===== src/rtl/vwq_pkg.sv =====
package vwq_pkg;
  localparam int ADDR_W = 16;
  localparam int DATA_W = 16;
  localparam int CD_W   = 4;
  localparam int TIME_W = 16;

  typedef struct packed {
    logic [TIME_W-1:0] due;
    logic [ADDR_W-1:0] addr;
    logic [CD_W-1:0]   cd;
    logic [DATA_W-1:0] data;
    logic              partial;
  } vwq_entry_t;

  localparam logic [CD_W-1:0] CD_VRAM_WR  = 4'h1;
  localparam logic [CD_W-1:0] CD_CRAM_WR  = 4'h3;
  localparam logic [CD_W-1:0] CD_VSRAM_WR = 4'h5;
  localparam logic [CD_W-1:0] CD_CRAM_RD  = 4'h8;
  localparam logic [CD_W-1:0] CD_VSRAM_RD = 4'h4;

  typedef enum logic [1:0] {
    TGT_VRAM  = 2'd0,
    TGT_CRAM  = 2'd1,
    TGT_VSRAM = 2'd2
  } vwq_tgt_e;

  localparam logic [DATA_W-1:0] CRAM_KEEP   = 16'h0EEE;
  localparam logic [DATA_W-1:0] VSRAM_KEEP  = 16'h03FF;
  localparam logic [DATA_W-1:0] VSRAM_STALE = 16'hF800;
  localparam logic [DATA_W-1:0] STATUS_BASE = 16'h3400;
endpackage


===== src/rtl/vwq_ring.sv =====
module vwq_ring
  import vwq_pkg::*;
#(
  parameter int DEPTH = 4
) (
  input  logic              clk,
  input  logic              rst_n,
  input  logic              push,
  input  vwq_entry_t        push_ent,
  input  logic              pop,
  input  logic              set_partial,
  output vwq_entry_t        head,
  output logic              head_vld,
  output logic [DATA_W-1:0] stale_data,
  output logic              empty,
  output logic              full
);
  localparam int IW = (DEPTH > 1) ? $clog2(DEPTH) : 1;

  vwq_entry_t     store [DEPTH];
  logic [IW-1:0]  wr_idx, rd_idx;
  logic           rd_vld;
  logic [IW-1:0]  wr_nxt, rd_nxt, rd_inc;
  logic           vld_nxt;

  always_comb begin
    rd_inc  = rd_idx + IW'(1);
    wr_nxt  = push ? wr_idx + IW'(1) : wr_idx;
    rd_nxt  = rd_idx;
    vld_nxt = rd_vld;
    if (!rd_vld) begin
      if (push) begin
        vld_nxt = 1'b1;
        rd_nxt  = wr_idx;
      end
    end else if (pop) begin
      rd_nxt = rd_inc;
      if (rd_inc == wr_nxt) vld_nxt = 1'b0;
    end
  end

  always_ff @(posedge clk) begin
    if (!rst_n) begin
      wr_idx <= '0;
      rd_idx <= '0;
      rd_vld <= 1'b0;
      for (int i = 0; i < DEPTH; i++) store[i] <= '0;
    end else begin
      if (push) store[wr_idx] <= push_ent;
      if (set_partial) store[rd_idx].partial <= 1'b1;
      wr_idx <= wr_nxt;
      rd_idx <= rd_nxt;
      rd_vld <= vld_nxt;
    end
  end

  assign head       = store[rd_idx];
  assign head_vld   = rd_vld;
  assign stale_data = store[wr_idx].data;
  assign empty      = !rd_vld;
  assign full       = rd_vld && (rd_idx == wr_idx);
endmodule


===== src/rtl/vwq_drain.sv =====
module vwq_drain
  import vwq_pkg::*;
(
  input  logic              clk,
  input  logic              rst_n,
  input  logic              slot,
  input  logic              rd_pend,
  input  logic              head_vld,
  input  vwq_entry_t        head,
  input  logic [TIME_W-1:0] now,
  output logic              pop,
  output logic              set_partial,
  output logic              mem_we,
  output logic [1:0]        mem_tgt,
  output logic [ADDR_W-1:0] mem_addr,
  output logic [DATA_W-1:0] mem_wdata,
  output logic              mem_byte,
  output logic              slot_unused
);
  logic [TIME_W-1:0] age;
  logic              due_ok, serve;
  logic              we_n, byte_n;
  vwq_tgt_e          tgt_n;
  logic [ADDR_W-1:0] addr_n;
  logic [DATA_W-1:0] data_n;

  always_comb begin
    age    = now - head.due;
    due_ok = !age[TIME_W-1];
    serve  = slot && !rd_pend && head_vld && due_ok;
    pop         = 1'b0;
    set_partial = 1'b0;
    we_n   = 1'b0;
    byte_n = 1'b0;
    tgt_n  = TGT_VRAM;
    addr_n = head.addr;
    data_n = head.data;
    if (serve) begin
      unique case (head.cd)
        CD_VRAM_WR: begin
          we_n   = 1'b1;
          byte_n = 1'b1;
          if (!head.partial) begin
            set_partial = 1'b1;
            data_n      = {8'h00, head.data[15:8]};
          end else begin
            pop    = 1'b1;
            addr_n = head.addr ^ ADDR_W'(1);
            data_n = {8'h00, head.data[7:0]};
          end
        end
        CD_CRAM_WR: begin
          we_n  = 1'b1;
          tgt_n = TGT_CRAM;
          pop   = 1'b1;
        end
        CD_VSRAM_WR: begin
          we_n  = 1'b1;
          tgt_n = TGT_VSRAM;
          pop   = 1'b1;
        end
        default: pop = 1'b1;
      endcase
    end
  end

  always_ff @(posedge clk) begin
    if (!rst_n) begin
      mem_we      <= 1'b0;
      mem_tgt     <= 2'd0;
      mem_addr    <= '0;
      mem_wdata   <= '0;
      mem_byte    <= 1'b0;
      slot_unused <= 1'b0;
    end else begin
      mem_we      <= we_n;
      slot_unused <= slot && !serve;
      if (we_n) begin
        mem_tgt   <= tgt_n;
        mem_addr  <= addr_n;
        mem_wdata <= data_n;
        mem_byte  <= byte_n;
      end
    end
  end
endmodule


===== src/rtl/vwq_rdmerge.sv =====
module vwq_rdmerge
  import vwq_pkg::*;
(
  input  logic              clk,
  input  logic              rst_n,
  input  logic              rd_req,
  input  logic [CD_W-1:0]   cd,
  input  logic [DATA_W-1:0] raw,
  input  logic [DATA_W-1:0] stale,
  output logic              rd_valid,
  output logic [DATA_W-1:0] rd_data
);
  logic [DATA_W-1:0] merged;

  always_comb begin
    unique case (cd)
      CD_CRAM_RD:  merged = (raw & CRAM_KEEP) | (stale & ~CRAM_KEEP);
      CD_VSRAM_RD: merged = (raw & VSRAM_KEEP) | (stale & VSRAM_STALE);
      default:     merged = raw;
    endcase
  end

  always_ff @(posedge clk) begin
    if (!rst_n) begin
      rd_valid <= 1'b0;
      rd_data  <= '0;
    end else begin
      rd_valid <= rd_req;
      if (rd_req) rd_data <= merged;
    end
  end
endmodule


===== src/rtl/vid_wr_fifo.sv =====
module vid_wr_fifo
  import vwq_pkg::*;
#(
  parameter int DEPTH       = 4,
  parameter int LAT         = 3,
  parameter int SLOT_WIDE   = 16,
  parameter int SLOT_NARROW = 20
) (
  input  logic        clk,
  input  logic        rst_n,
  input  logic        mode_wide,
  input  logic        cmd_load,
  input  logic [3:0]  cmd_code,
  input  logic [15:0] cmd_addr,
  input  logic [7:0]  autoinc,
  input  logic        wr_valid,
  output logic        wr_ready,
  input  logic [15:0] wr_data,
  input  logic        slot_strobe,
  input  logic        rd_req,
  input  logic [15:0] rd_raw,
  output logic        rd_valid,
  output logic [15:0] rd_data,
  output logic [15:0] acc_addr,
  output logic        mem_we,
  output logic [1:0]  mem_tgt,
  output logic [15:0] mem_addr,
  output logic [15:0] mem_wdata,
  output logic        mem_byte,
  output logic        slot_unused,
  output logic [15:0] status
);
  localparam logic [TIME_W-1:0] WAIT_WIDE   = TIME_W'(SLOT_WIDE * LAT);
  localparam logic [TIME_W-1:0] WAIT_NARROW = TIME_W'(SLOT_NARROW * LAT);

  logic [TIME_W-1:0] now;
  logic [CD_W-1:0]   code_q;
  logic              rd_pend;
  logic              push, pop, set_partial;
  logic              empty, full, head_vld;
  vwq_entry_t        head, push_ent;
  logic [DATA_W-1:0] stale;

  assign wr_ready = !full;
  assign push     = wr_valid && wr_ready;

  always_comb begin
    push_ent.due     = now + (mode_wide ? WAIT_WIDE : WAIT_NARROW);
    push_ent.addr    = acc_addr;
    push_ent.cd      = code_q;
    push_ent.data    = wr_data;
    push_ent.partial = 1'b0;
  end

  always_ff @(posedge clk) begin
    if (!rst_n) begin
      now      <= '0;
      acc_addr <= '0;
      code_q   <= '0;
      rd_pend  <= 1'b0;
    end else begin
      now <= now + TIME_W'(1);
      if (cmd_load) begin
        acc_addr <= cmd_addr;
        code_q   <= cmd_code;
      end else if (push || rd_req) begin
        acc_addr <= acc_addr + {8'h00, autoinc};
      end
      if (slot_strobe) rd_pend <= 1'b0;
      if (rd_req)      rd_pend <= 1'b1;
    end
  end

  vwq_ring #(.DEPTH(DEPTH)) ring_i (
    .clk(clk), .rst_n(rst_n), .push(push), .push_ent(push_ent),
    .pop(pop), .set_partial(set_partial), .head(head), .head_vld(head_vld),
    .stale_data(stale), .empty(empty), .full(full)
  );

  vwq_drain drain_i (
    .clk(clk), .rst_n(rst_n), .slot(slot_strobe), .rd_pend(rd_pend),
    .head_vld(head_vld), .head(head), .now(now), .pop(pop),
    .set_partial(set_partial), .mem_we(mem_we), .mem_tgt(mem_tgt),
    .mem_addr(mem_addr), .mem_wdata(mem_wdata), .mem_byte(mem_byte),
    .slot_unused(slot_unused)
  );

  vwq_rdmerge merge_i (
    .clk(clk), .rst_n(rst_n), .rd_req(rd_req), .cd(code_q), .raw(rd_raw),
    .stale(stale), .rd_valid(rd_valid), .rd_data(rd_data)
  );

  assign status = STATUS_BASE | {6'b0, empty, full, 8'b0};
endmodule


===== config.mk =====
export PLATFORM = sky130hd
export DESIGN_NAME = vid_wr_fifo
export DESIGN_NICKNAME = d
export VERILOG_FILES = /design/src/rtl/vwq_pkg.sv /design/src/rtl/vwq_ring.sv /design/src/rtl/vwq_drain.sv /design/src/rtl/vwq_rdmerge.sv /design/src/rtl/vid_wr_fifo.sv
export SDC_FILE = /design/constraint.sdc
export NUM_CORES = 1
export LEC_CHECK = 0
export ABC_AREA = 1
export BUFFER_PORTS_ARGS = -buffer_cell sky130_fd_sc_hd__buf_2
export CORE_MARGIN = 1
export CORE_UTILIZATION = 48
export CTS_CLUSTER_DIAMETER = 100
export DETAILED_ROUTE_END_ITERATION = 7
export GPL_TIMING_DRIVEN = 0
export PLACE_DENSITY_LB_ADDON = 0.1
export SYNTH_ARGS = -nofsm -noshare
export SYNTH_HDL_FRONTEND = slang
export SYNTH_SLANG_ARGS = --single-unit

===== constraint.sdc =====
create_clock -name clk -period 16.29 [get_ports clk]
set_input_delay 3.258 -clock clk [delete_from_list [all_inputs] [get_ports clk]]
set_output_delay 3.258 -clock clk [all_outputs]
set_load 0.01 [all_outputs]

==> results.toml, run 1 <==
[synthesis]
synth_commonest_cells = "326 x nand2_1, 264 x nor2_1, 208 x edfxtp_1"
yosys_warnings = 0
syn_area_per_cell_um2 = 8.99
yosysMostFrequentCell = "nand2_1"
synthTopCellsByArea = "edfxtp_1 42%, dfxtp_1 14%, nand2_1 8.3%"
yosys.area.top_type = "edfxtp_1"
ys_seq_elements = 310
yosysTopAreaCellShare_pct = 42.2
synth_edf_count = 208
ys_types = 48
synthArstFlopShare_pct = 0
synth.cell_area_um2 = 14800
synth_cells = 1646
synthFlopType = "edfxtp_1"
yosysSeqAreaShare_pct = 56.0

[routing]
drt-total-wl_um = 43600
dr.pass1.iters = 5
vias_per_cell = 5.52
dr_total_vias = 12400
drtIter0Drc = 1272
drt.antenna.violating_nets = 0
drc = 0
wire_per_inst_um = 19.4

[sta]
slew_violations = 0
finalHoldViolations = 0
fmax_mhz = 181
fin_crit_ns = 5.53
relSlewSlack_pct = 35.7
hold_slack_ns = 0.461
rsz0062_at_grt = "false"
setup_tns_ns = 0
period_share_pct = 33.9
skew_ns = 0.0273
tightest_slew_ns = 0.964
setup_viol = 0

[power]
clock_power_share_pct = 38.5
p_switching_w = 0.000579
power_frac_seq_pct = 44.3
sw_frac_of_total_pct = 28.3
power.density_nw_per_um2 = 119
p_leak_nw = 7.11
combPwrFrac_pct = 17.1
p_int_w = 0.00146
vdd_drop_max_uv = 68.1

[cts]
cts_tree = "yes"
cts_resized = 0
clk_pin_slew_worst_paths_ns = 0.06
postCtsSetupBuffers = 0
insertion_delay_ns = 0.52
clock-sinks = 310
root_buffer = "clkbuf_16"
cts_buffers = 35
clk_path_buf_depth = 3
postCtsHoldBufs = 0
htreeDepth = 2

[floorplanning]
start_util_pct = 49.4
die_h_um = 178
coreArea_um2 = 30000
ios = 154
chipWidth_um = 178
dieArea_um2 = 31500
rows = 63

[global_routing]
grt_overflow = 0
grt_pass1_vias = 11900
antenna_found_initial = 0
grt_pass1_wl_um = 66600
grt_max_degree = 53
grt_use_total_pct = 28.1

[setup_path]
r2r_end = "drain_i.mem_wdata[15]"
crit_arrival_ns = 5.65
reg2reg_depth = 20
r2r_slack_ns = 11.55
critPathMaxFanout = 52
critPathCaptureType = "flop"
critPathLaunchType = "input port"
worst-setup-path-type = "in -> reg"
required_ns = 16.41

[placed_design]
dp.cells = 2187
post-dp-hpwl_um = 29600
gp_congestion = 0.905
portBuffers = 137

[layout]
syn_to_final_growth_pct = 16.5
fin_cells = 2250
layout-drive-gt1-share_pct = 16.0
nNetsFinal = 1932

[run]
max_cap_violations = 0

[min_path]
hold_path_depth = 2
worstHoldStart = "drain_i.mem_tgt[1]"
worstHoldPathType = "reg -> reg"
min_to = "drain_i.mem_tgt[1]"

[run_status]
outcome = "completed"
## stage by stage
| step | instance area (µm²) | total power, W | utilization, % | setup slack, ns |
|---|---|---|---|---|
| 5_1_grt | 17200 | 0.00212 | 57.5 | 10.67 |
| 6_report | 17200 | 0.00204 | 57.5 | 10.76 |
| 3_5_place_dp | 16100 | 0.00127 | 53.7 | 10.25 |
| 4_1_cts | 17200 | 0.00205 | 57.5 | 10.76 |
| 2_1_floorplan | 14800 | 0.00114 | - | 8.65 |
| 3_3_place_gp | 16000 | 0.00126 | 53.5 | 5.06 |
## routing by layer
metal  vias to the layer above  routed length [µm]  part of all wire, %  GRT usage, %
li1                       5947                   -                    -             -
met1                      5886               19200                   44          38.0
met2                       491               20100                   46          45.7
met3                        85                2960                  6.8          4.26
met4                         0                1340                  3.1          10.5
met5                         -                   0                    0             0
## power groups by stage
stage | Combinational [W] | Clock (W) | Sequential [W]
2_1_floorplan | 0.000222 | 0 | 0.000922
3_3_place_gp | 0.000339 | 0 | 0.000926
3_5_place_dp | 0.000346 | 0 | 0.000923
4_1_cts | 0.000348 | 0.000792 | 0.000906
5_1_grt | 0.000386 | 0.000824 | 0.000911
6_report | 0.000351 | 0.000787 | 0.000907
## sequential cells by signal (all words and copies together) (netlist names), 2 cells and up, named ones only
| name | flops |
|---|---|
| merge_i.rd_data | 16 |
| now | 16 |
| drain_i.mem_addr | 16 |
| code_q | 4 |
| drain_i.mem_tgt | 2 |
| drain_i.mem_wdata | 16 |
| acc_addr | 16 |
| ring_i.wr_idx | 2 |
| ring_i.store | 212 |
| ring_i.rd_idx | 2 |
## worst max-delay path by stage
stage          startpoint             endpoint  slack (ns)  depth (start not counted)
6_report            rst_n   ring_i.store[1][2]       10.76                          7
3_5_place_dp        rst_n  ring_i.store[1][14]       10.25                          7
3_3_place_gp     wr_valid  ring_i.store[3][40]        5.06                          3
5_1_grt             rst_n   ring_i.store[2][6]       10.67                          8
4_1_cts             rst_n   ring_i.store[1][2]       10.76                          7
2_1_floorplan    wr_valid  ring_i.store[3][10]        8.65                          2
## logic make-up (layout without fill, tap and decap cells)
family / after synthesis / in the layout / synth area share, %
xor+xnor: 15 / 15 / 1.02
compound gates: 302 / 302 / 12.1
buf+inv: 238 / 439 / 7.15
flops: 310 / 310 / 56.0
fa+ha+maj: 31 / 31 / 2.72
other cells: 2 / 15 / 0.0508
simple gates: 748 / 748 / 20.9
## worst max-delay path, stage by stage
cell and delay (ns):
buf_2 0.21, inv_1 0.23, nor2_1 0.20, buf_2 0.32, nand3_2 0.34, buf_2 0.35
nand2_4 0.70
## cells in the final DEF, fill, tap and decap left out, drive strengths merged, types with 2 or more instances in the layout
cell type and instances:
o22a 2, o211ai 4, conb 14, xor2 9
xnor2 6, a31oi 13, a21oi 105, edfxtp 208
clkbuf 73, or2 7, clkinv 11, o22ai 19
nor3 54, ha 29, inv 131, dfxtp 102
nand4 8, fa 2, bufinv 3, nor2 265
o21ai 119, nand2 333, nand3 80, a32o 32
buf 219, a221oi 2, clkinvlp 2
## final cells by class
type                       count  area, µm²
timing repair buffer         139        733
sequential                   310       8290
tap                          390        488
clock inverter                16        161
multi-input combinational   1110       5530
inverter                     131        494
fill                        2706      12700
antenna                        1       2.50
clock buffer                  46        977
buffer                       107        563
(Power assumes the default switching activity.)
==> run 2: changes to the inputs <==
- clock period: 16.29 -> 5.1 ns (I/O delays scaled with it)
==> results.toml, run 2 (synthesis results as in run 1) <==
[power]
power_w = 0.00643
p_switching_w = 0.00186
vdd_drop_max_uv = 215
power_frac_seq_pct = 45.0
combPwrFrac_pct = 17.4
p_leak_nw = 7.08
power.density_nw_per_um2 = 374
p_int_w = 0.00458
clock_power_share_pct = 37.6
sw_frac_of_total_pct = 28.9

[placed_design]
post-dp-hpwl_um = 29800
dp.cells = 2187
portBuffers = 137
gp_congestion = 0.894

[layout]
antenna_cells = 0
regMostFlops = "ring_i.store"
syn_to_final_growth_pct = 16.1
layout-drive-gt1-share_pct = 15.7
largest_reg_flops = 212
fin_cells = 2251
nNetsFinal = 1932
layout_common_cells = "323 x nand2_1, 264 x nor2_1, 208 x edfxtp_1"
layout_commonest_cell = "nand2_1"
n_fill_cell = 2785

[floorplanning]
rows = 63
start_util_pct = 49.4
ios = 154
coreArea_um2 = 30000
die_h_um = 178
chipWidth_um = 178
dieArea_um2 = 31500

[setup_path]
max_stage_delay_ns = 0.66
critPathMaxFanout = 10
required_ns = 5.49
worst-setup-path-type = "reg -> reg"
critPathLaunchType = "flop"
critPathCaptureType = "flop"
crit_arrival_ns = 5.14
path_cells = "inv_1 -> buf_2 -> buf_2 -> buf_1 -> buf_1 -> a21oi_1 -> a32o_1 -> ha_1 -> a21oi_1 -> nor2_1 -> a211oi_1 -> nand2_1 -> nand2_2 -> nand3_1 -> nand2_1 -> nand3_2 -> buf_2 -> nand3_1 -> o21ai_0"
crit_slowest_cell = "buf_1"
path_common_cell = "buf_2"

[cts]
cts_buffers = 35
postCtsSetupBuffers = 0
clk_path_buf_depth = 3
clock-sinks = 310
clk_pin_slew_worst_paths_ns = 0.06
root_buffer = "clkbuf_16"
cts_resized = 0
insertion_delay_ns = 0.51
cts_tree = "yes"
htreeDepth = 2
postCtsHoldBufs = 0

[sta]
fmax_mhz = 210
hold_slack_ns = 0.465
period_share_pct = 93.2
finalHoldViolations = 0
skew_ns = 0.00991
relSlewSlack_pct = 36.3
setup_viol = 0
tightest_slew_ns = 0.955
setup_tns_ns = 0
slew_violations = 0
rsz0062_at_grt = "false"
fin_crit_ns = 4.75

[run]
max_cap_violations = 0

[routing]
dr_total_vias = 12400
vias_per_cell = 5.53
drc = 0
drtIter0Drc = 1179
dr.pass1.iters = 7
wire_per_inst_um = 19.3
drt-total-wl_um = 43600
drt.antenna.violating_nets = 0

[global_routing]
grt_max_degree = 53
grt_overflow = 0
grt_pass1_vias = 11900
grt_pass1_wl_um = 66900
antenna_found_initial = 0
grt_use_total_pct = 28.2

[min_path]
worstHoldPathType = "reg -> reg"

[run_status]
outcome = "completed"
==> run 2: layer usage <==
metal  track usage [%]  routed length (µm)
met1              38.4               18700
met2              46.8               20400
met3              3.62                3300
met4              8.30                1110
met5                 0                   0
==> run 2: power by group through the flow <==
stage	Combinational, W	Clock (W)	Sequential (W)
2_1_floorplan	0.000710	0	0.00295
3_3_place_gp	0.00108	0	0.00295
3_5_place_dp	0.00111	0	0.00295
4_1_cts	0.00111	0.00244	0.00290
5_1_grt	0.00123	0.00254	0.00291
6_report	0.00112	0.00242	0.00290
==> run 2: final timing paths <==
kind,startpoint,to,slack (ns),cells past startpoint
worst max-delay path,flop,drain_i.mem_addr[2],0.35,19
worst min-delay path,drain_i.mem_wdata[5],drain_i.mem_wdata[5],0.46,2
worst max register to register,flop,drain_i.mem_addr[2],0.35,19
worst min register to register,drain_i.mem_wdata[5],drain_i.mem_wdata[5],0.46,2
==> run 2: metrics by stage <==
stage               instance area (µm²)  util [%]  worst slack (ns)
finish                            17200      57.3             0.349
global route                      17200      57.3            0.0440
CTS                               17200      57.3             0.366
detailed placement                16100      53.7             0.399
global placement                  16000      53.5             -1.17
floorplan                         14800         -              1.12
==> run 2: cell type report <==
type | count | area [µm²] | share of cell area [%]
Sequential cell | 310 | 8290 | 48.3
Buffer | 107 | 563 | 3.28
Clock buffer | 53 | 985 | 5.73
Tap cell | 390 | 488 | 2.84
Clock inverter | 11 | 97.6 | 0.568
Multi-Input combinational cell | 1110 | 5530 | 32.2
Inverter | 131 | 494 | 2.88
Timing Repair Buffer | 139 | 733 | 4.27
==> run 2: worst max-delay path: cells and delay by family, from the launching register on <==
family	cells	cell delay, ns
buf+inv	6	2.30
simple gates	7	0.90
flops	1	0.33
compound gates	5	0.77
fa+ha+maj	1	0.29
==> run 3: changes to the inputs <==
- HOLD_SLACK_MARGIN: default -> 0.08
- clock period: 5.1 -> 5 ns (I/O delays scaled with it)
==> results.toml, run 3 (synthesis results as in run 1) <==
[setup_path]
crit_arrival_ns = 5.01
reg2reg_depth = 19
crit_family = "buffers and inverters"
max_stage_delay_ns = 0.66
r2r_slack_ns = 0.38
worst-path-buf-inv = 8
crit_slowest_cell = "buf_1"
critPathMaxFanout = 10
critPathCaptureType = "flop"
r2r_end = "drain_i.mem_addr[2]"
required_ns = 5.40
worst-setup-path-type = "reg -> reg"
critPathLaunchType = "flop"
path_cells = "inv_1 -> buf_2 -> buf_2 -> clkbuf_1 -> buf_1 -> a21oi_1 -> a32o_1 -> ha_1 -> nand2_1 -> inv_1 -> nand3_1 -> inv_1 -> a21oi_1 -> nand3_1 -> nand2_1 -> nand3_2 -> buf_2 -> nand3_1 -> o21ai_0"

[sta]
slew_violations = 0
setup_viol = 0
rsz0062_at_grt = "false"
fmax_mhz = 217
relSlewSlack_pct = 35.9
tightest_slew_ns = 0.962
skew_ns = 0.0122
fin_crit_ns = 4.62
finalHoldViolations = 0
period_share_pct = 92.4

[floorplanning]
coreArea_um2 = 30000
die_h_um = 178
rows = 63
ios = 154
chipWidth_um = 178
dieArea_um2 = 31500
start_util_pct = 49.4

[power]
p_leak_nw = 7.08
power.density_nw_per_um2 = 382
vdd_drop_max_uv = 219
power_w = 0.00656

[routing]
drtIter0Drc = 1179
drc = 0
dr_total_vias = 12400
vias_per_cell = 5.52
wire_per_inst_um = 19.3
drt-total-wl_um = 43500
dr.pass1.iters = 5
drt.antenna.violating_nets = 0

[run]
max_cap_violations = 0

[layout]
regMostFlops = "ring_i.store"
antenna_cells = 0
largest_reg_flops = 212
nNetsFinal = 1932
layout-drive-gt1-share_pct = 15.7
layout_common_cells = "323 x nand2_1, 264 x nor2_1, 208 x edfxtp_1"
n_fill_cell = 2786
multiInputGateArea_um2 = 5530
layout_commonest_cell = "nand2_1"
fin_cells = 2251
syn_to_final_growth_pct = 16.1
seq_area_um2 = 8290

[cts]
cts_buffers = 35
htreeDepth = 2
clock-sinks = 310
clk_pin_slew_worst_paths_ns = 0.06
root_buffer = "clkbuf_16"
postCtsSetupBuffers = 0
cts_tree = "yes"
clk_path_buf_depth = 3
insertion_delay_ns = 0.52

[global_routing]
grt_overflow = 0
grt_use_total_pct = 28.2
grt_max_degree = 53
antenna_found_initial = 0
grt_pass1_vias = 11900
grt_pass1_wl_um = 66900

[min_path]
worstHoldStart = "drain_i.mem_wdata[5]"
min_to = "drain_i.mem_wdata[5]"
worstHoldPathType = "reg -> reg"
hold_path_depth = 2

[placed_design]
post-dp-hpwl_um = 29800
portBuffers = 137
dp.cells = 2187
gp_congestion = 0.894

[run_status]
outcome = "completed"
## run 3: worst reg2reg max path, stage by stage, from the launching register on
cell	delay (ns)
dfxtp_1	0.33
inv_1	0.15
buf_2	0.29
buf_2	0.32
clkbuf_1	0.46
buf_1	0.66
a21oi_1	0.10
a32o_1	0.26
ha_1	0.29
nand2_1	0.09
inv_1	0.04
nand3_1	0.08
inv_1	0.04
a21oi_1	0.37
nand3_1	0.13
nand2_1	0.18
nand3_2	0.21
buf_2	0.30
nand3_1	0.09
o21ai_0	0.11
## run 3: worst max path at each step
stage | startpoint | to | slack [ns] | cells past startpoint
final | flop | drain_i.mem_addr[2] | 0.38 | 19
after global routing | flop | drain_i.mem_wdata[15] | 0.09 | 20
after CTS | flop | drain_i.mem_addr[2] | 0.27 | 19
after detailed placement | flop | drain_i.mem_addr[11] | 0.30 | 20
after global placement | wr_valid | ring_i.store[3][42] | -1.25 | 3
after floorplan | wr_valid | ring_i.store[3][10] | 1.04 | 2
## run 3: stage by stage
| step | util [%] | worst slack, ns | setup TNS (ns) | cell area [µm²] | hold WS [ns] |
|---|---|---|---|---|---|
| 6_report | 57.3 | 0.382 | 0 | 17200 | 0.465 |
| 5_1_grt | 57.3 | 0.0918 | 0 | 17200 | 0.493 |
| 4_1_cts | 57.3 | 0.266 | 0 | 17200 | 0.468 |
| 3_5_place_dp | 53.7 | 0.299 | 0 | 16100 | 0.459 |
| 3_3_place_gp | 53.5 | -1.25 | -106.00 | 16000 | 0.456 |
| 2_1_floorplan | - | 1.04 | 0 | 14800 | 0.430 |
## run 3: layer usage
layer / vias up / track usage [%] / share of wire (%)
li1: 5942 / - / -
met1: 5882 / 38.4 / 43
met2: 527 / 46.8 / 47
met3: 81 / 3.62 / 7.8
met4: 0 / 8.30 / 2.5
met5: - / 0 / 0
## run 3: cell type report
cell class,instances,share of cell area [%]
plain buffers,107,3.29
clock buffers,53,5.73
clock inverters,11,0.568
inverters,131,2.88
multi-input cells,1110,32.2
flip-flops and latches,310,48.3
well taps,390,2.84
repair buffers,139,4.27
## run 3: timing repair
item                       CTS  global route
hold buffers                 0             0
resized for setup            0             1
setup endpoints to repair    0            16
## run 3: power by group
group          switching, W  total (W)  internal (W)
Sequential        0.0000660    0.00295       0.00289
Clock               0.00104    0.00247       0.00143
Combinational      0.000784    0.00114      0.000353
